### config.mk
export PLATFORM = sky130hd
export DESIGN_NAME = lsa_unit
export DESIGN_NICKNAME = d
export VERILOG_FILES = /design/src/rtl/lsa_pkg.sv /design/src/rtl/lsa_align_check.sv /design/src/rtl/lsa_store_steer.sv /design/src/rtl/lsa_load_extract.sv /design/src/rtl/lsa_unit.sv
export SDC_FILE = /design/constraint.sdc
export NUM_CORES = 1
export LEC_CHECK = 0
export BUFFER_PORTS_ARGS = -buffer_cell sky130_fd_sc_hd__buf_4
export CAP_MARGIN = 5
export CORE_AREA = 2 2 80 82
export DETAILED_ROUTE_END_ITERATION = 12
export DIE_AREA = 0 0 82 84
export PLACE_DENSITY_LB_ADDON = 0.1
export SLEW_MARGIN = 20
export SYNTH_ARGS = -nofsm -noshare
export SYNTH_HDL_FRONTEND = slang
export SYNTH_SLANG_ARGS = --single-unit
### constraint.sdc
create_clock -name vclk -period 1.53
set_input_delay 0.0765 -clock vclk [all_inputs]
set_output_delay 0.0765 -clock vclk [all_outputs]
set_load 0.02 [all_outputs]
### src/rtl/lsa_pkg.sv
package lsa_pkg;

  localparam int WORD_W = 32;
  localparam int LANES  = WORD_W / 8;
  localparam int OFS_W  = $clog2(LANES);
  localparam int HALF_W = WORD_W / 2;

  typedef enum logic [1:0] {
    SZ_BYTE = 2'b00,
    SZ_HALF = 2'b01,
    SZ_WORD = 2'b10,
    SZ_RSVD = 2'b11
  } acc_size_e;

  // An access is faulty when the offset is not a multiple of its size.
  function automatic logic is_misaligned(acc_size_e sz, logic [OFS_W-1:0] ofs);
    case (sz)
      SZ_BYTE: return 1'b0;
      SZ_HALF: return ofs[0];
      SZ_WORD: return (ofs != '0);
      default: return 1'b1;
    endcase
  endfunction

  // Big-endian: offset k owns strobe bit LANES-1-k.
  function automatic logic [LANES-1:0] lane_mask(acc_size_e sz, logic [OFS_W-1:0] ofs);
    logic [LANES-1:0] m;
    case (sz)
      SZ_BYTE: m = {{(LANES-1){1'b0}}, 1'b1} << (LANES - 1 - int'(ofs));
      SZ_HALF: m = {{(LANES-2){1'b0}}, 2'b11} << (LANES - 2 - int'(ofs));
      SZ_WORD: m = '1;
      default: m = '0;
    endcase
    return m;
  endfunction

  // Extension of a narrow field to a full word.
  function automatic logic [WORD_W-1:0] widen8(logic [7:0] v, logic sgn);
    return {{(WORD_W-8){sgn & v[7]}}, v};
  endfunction

  function automatic logic [WORD_W-1:0] widen16(logic [HALF_W-1:0] v, logic sgn);
    return {{(WORD_W-HALF_W){sgn & v[HALF_W-1]}}, v};
  endfunction

endpackage

### src/rtl/lsa_align_check.sv
module lsa_align_check
  import lsa_pkg::*;
(
  input  logic [1:0]       size_i,
  input  logic [OFS_W-1:0] ofs_i,
  output logic             fault_o
);
  always_comb fault_o = is_misaligned(acc_size_e'(size_i), ofs_i);
endmodule

### src/rtl/lsa_store_steer.sv
module lsa_store_steer
  import lsa_pkg::*;
(
  input  logic [1:0]        size_i,
  input  logic [OFS_W-1:0]  ofs_i,
  input  logic [WORD_W-1:0] data_i,
  input  logic              fault_i,
  output logic [LANES-1:0]  be_o,
  output logic [WORD_W-1:0] wdata_o
);
  acc_size_e sz;
  always_comb sz = acc_size_e'(size_i);

  always_comb be_o = fault_i ? '0 : lane_mask(sz, ofs_i);

  for (genvar l = 0; l < LANES; l++) begin : g_lane
    always_comb begin
      case (sz)
        SZ_BYTE: wdata_o[8*l +: 8] = data_i[7:0];
        SZ_HALF: wdata_o[8*l +: 8] = data_i[8*(l % 2) +: 8];
        default: wdata_o[8*l +: 8] = data_i[8*l +: 8];
      endcase
    end
  end
endmodule

### src/rtl/lsa_load_extract.sv
module lsa_load_extract
  import lsa_pkg::*;
(
  input  logic [WORD_W-1:0] rdata_i,
  input  logic [OFS_W-1:0]  ofs_i,
  input  logic [1:0]        size_i,
  input  logic              signed_i,
  output logic [WORD_W-1:0] value_o
);
  logic [7:0]        byte_sel;
  logic [HALF_W-1:0] half_sel;

  always_comb begin
    byte_sel = rdata_i[8*(LANES-1-int'(ofs_i)) +: 8];
    half_sel = rdata_i[HALF_W*(1-int'(ofs_i[OFS_W-1])) +: HALF_W];
    case (acc_size_e'(size_i))
      SZ_BYTE: value_o = widen8(byte_sel, signed_i);
      SZ_HALF: value_o = widen16(half_sel, signed_i);
      default: value_o = rdata_i;
    endcase
  end
endmodule

### src/rtl/lsa_unit.sv
module lsa_unit
  import lsa_pkg::*;
#(
  parameter int ADDR_W = 32
) (
  input  logic [ADDR_W-1:0]       st_addr_i,
  input  logic [1:0]              st_size_i,
  input  logic [31:0]             st_data_i,
  output logic [ADDR_W-OFS_W-1:0] mem_waddr_o,
  output logic [3:0]              mem_be_o,
  output logic [31:0]             mem_wdata_o,
  output logic                    st_misalign_o,
  input  logic [31:0]             ld_rdata_i,
  input  logic [1:0]              ld_ofs_i,
  input  logic [1:0]              ld_size_i,
  input  logic                    ld_signed_i,
  output logic [31:0]             ld_value_o,
  output logic                    ld_misalign_o
);
  // Named internal events for the checker.
  logic [OFS_W-1:0] st_ofs;
  logic             st_fault;
  logic             ld_fault;

  always_comb st_ofs      = st_addr_i[OFS_W-1:0];
  always_comb mem_waddr_o = st_addr_i[ADDR_W-1:OFS_W];

  lsa_align_check u_st_chk (.size_i(st_size_i), .ofs_i(st_ofs),   .fault_o(st_fault));
  lsa_align_check u_ld_chk (.size_i(ld_size_i), .ofs_i(ld_ofs_i),  .fault_o(ld_fault));

  lsa_store_steer u_steer (
    .size_i (st_size_i),
    .ofs_i  (st_ofs),
    .data_i (st_data_i),
    .fault_i(st_fault),
    .be_o   (mem_be_o),
    .wdata_o(mem_wdata_o)
  );

  lsa_load_extract u_extract (
    .rdata_i (ld_rdata_i),
    .ofs_i   (ld_ofs_i),
    .size_i  (ld_size_i),
    .signed_i(ld_signed_i),
    .value_o (ld_value_o)
  );

  always_comb st_misalign_o = st_fault;
  always_comb ld_misalign_o = ld_fault;
endmodule

==> results by group <==
Finish
  • Commonest non-fill, non-tap cell in the layout: buf_4
  • Final nets: around 410
  • # clk buffers: 0
  • FF+latch area: 0 sq um
  • Finished Cell Area: 2390 sq um
  • Ant. Diodes: 0
  • Area delta synth->final: 58.4%
  • Sequential cell count: 0
  • Final Util: between 30% and 40%
  • Most frequent cells in the layout: 152 x buf_4, 28 x nand2_1, 17 x mux2i_1, 17 x mux2_2, 15 x a221o_1
  • Layout cells sized above 1: roughly 61%

Synth
  • Post-Synth Adder-Cell Area: about 5%
  • Syn_area_per_cell: approximately 7.4 sq um
  • Synth Area in XOR/XNOR: 0%
  • Post-synthesis mux area share: between 20% and 30%
  • Seq/Total Area, Yosys: 0%
  • Total nets after synthesis: approximately 310
  • Synthesis warning total: 0
  • Combinational family with the most area after synthesis: buffers and inverters
  • Compound-gate portion of the synthesized area: a little under a fifth
  • Cell area after synthesis: between 1500 and 2000 sq um
  • Syn Inst Count: slightly above 200
  • Post-synthesis cell type count: 31
  • Simple-gate portion of the synthesized area: about a quarter

Detailed routing
  • Routed Antenna Nets: 0
  • Drt total wl: 5960 microns
  • Residual DRC count: 0
  • TritonRoute pass-1 iters: 4
  • WL/cell: about 16 microns
  • DR vias/cell: between 4 and 5
  • Via count: approximately 1800
  • DRT iter0 DRCs: 42

GRT
  • GRT Total Usage: 15.7%
  • Number of global-route vias before repair: between 1500 and 2000
  • Largest net degree at the start of global routing: 25
  • Global-route wire length before repair: between 8000 and 9000 microns
  • Initial antenna violation count: 0
  • Grt ovf: 0

Hold path
  • Hold WC Path Type: primary input to output pin
  • Hold Crit Start: st_addr_i[27]
  • Hold Path End: mem_waddr_o[25]
  • WHS Path Cells: 0

Place
  • Area after DPL: roughly 2400 sq um
  • GP Congestion: between 0.7 and 0.8
  • Number of port buffers: approximately 140
  • Detailed placement HPWL: 4970 microns

Floorplanning
  • Initial Util: around 25%
  • Die footprint: 6890 sq um
  • Die height: roughly 84 microns
  • Die Width: just over 80 microns
  • I/O pin count: 203
  • Std cell rows: 29
  • Core Area: between 6000 and 7000 sq um

Critical path
  • Most frequent CP cell: buf_4
  • CP max stage cell: mux4_2
  • CP delay by family, top: multiplexers
  • Worst setup EP type: output pin
  • Critical Path Source Type: primary input
  • CP Data Required Time: approximately 1500 ps
  • Delay of the slowest critical-path stage: just under 500 ps
  • Critical path fanouts, max: 8
  • CP arrival: approximately 1400 ps
  • CP Buf/Inv Count: 2
  • Critical Path, Cell by Cell: buf_4 -> mux4_2 -> nor3b_2 -> a221o_1 -> buf_4
  • Critical path type: primary input to output pin

STA
  • Fmax: 691 MHz
  • Slew margin rel.: about two thirds
  • Final Slew Violations: 0
  • RSZ-0062 raised after global routing: false
  • Setup TNS: 0 ps
  • Final Hold Fails: 0
  • Final setup viols: 0
  • Tcrit/Tclk final: roughly 95%
  • Worst-Margin Slew: roughly 480 ps
  • Final min period: approximately 1400 ps

CTS
  • Post-cts repair resize count: 0
  • Setup repair bufs after CTS: 0
  • Hold buffer count at cts: 0

Power and ir drop
  • PwrDens: approximately 400 nW/um^2
  • Pwr Total: around 0.94 mW
  • Leak: 1.31 nW
  • Peak supply drop: between 0.15 and 0.2 mV

Run
  • Max-cap violations: 0

Run status
  • Outcome: complete, no violations
cell families after synthesis:
| logic type | Yosys count |
|---|---|
| mux | 35 |
| simple gates | 67 |
| compound gates | 37 |
| buf+inv | 58 |
| fa+ha+maj | 6 |
cell usage after synthesis:
cell	n	area, sq um
nor3b_2	1	12.5
buf_4	39	293
o21a_1	2	15.0
inv_1	4	15.0
o22a_1	2	17.5
nor3_1	1	5.00
a21o_1	1	7.51
nor2_1	13	48.8
a211oi_1	1	7.51
ha_1	6	75.1
nand2_1	28	105
a221o_1	15	150
nand2b_1	1	6.26
mux2_2	17	191
buf_2	4	20.0
mux4_2	1	22.5
a22o_1	2	17.5
a211o_1	1	8.76
or4b_4	1	13.8
nand4_1	1	6.26
nand3_1	6	30.0
buf_6	3	33.8
nand2b_4	1	13.8
mux2i_1	17	170
clkbuf_1	6	22.5
and2_1	1	6.26
or3_1	2	12.5
o21ai_0	13	65.1
nor3b_1	1	7.51
buf_1	2	7.51
nand3_2	10	100
report_power, final:
part | internal (mW) | switching, mW | leakage [nW]
combinational | 0.463 | 0.475 | 1.31
clock | 0 | 0 | 0
sequential | 0 | 0 | 0
per-stage QoR:
step | instances | setup WS [ps] | hold slack, ps
floorplan | 203 | 152 | 266
global placement | 379 | 67.8 | 153
detailed placement | 379 | 87.2 | 153
CTS | 379 | 82.0 | 153
global route | 379 | 28.7 | 153
finish | 379 | 82.7 | 153
cell type report:
type / count / area, sq um
fill: 679 / 3710
inverter: 4 / 15.0
multi-input combinational: 145 / 1120
tap: 77 / 96.3
timing repair buffer: 153 / 1160
worst max-delay path by stage:
stage,startpoint,cells after the start,end
CTS,ld_ofs_i[0],5,ld_value_o[8]
global placement,ld_ofs_i[0],5,ld_value_o[8]
global route,ld_ofs_i[0],5,ld_value_o[8]
floorplan,st_size_i[0],4,mem_be_o[0]
detailed placement,ld_ofs_i[0],5,ld_value_o[8]
finish,ld_ofs_i[0],5,ld_value_o[8]
layer usage:
metal / vias to the layer above / GRT usage [%] / routed length [microns]
li1: 891 / - / -
met1: 842 / 18.8 / 2300
met2: 97 / 29.3 / 3040
met3: 6 / 3.57 / 600
met4: 0 / 0.455 / 11
met5: - / 0 / 0
(Power assumes the default switching activity.)
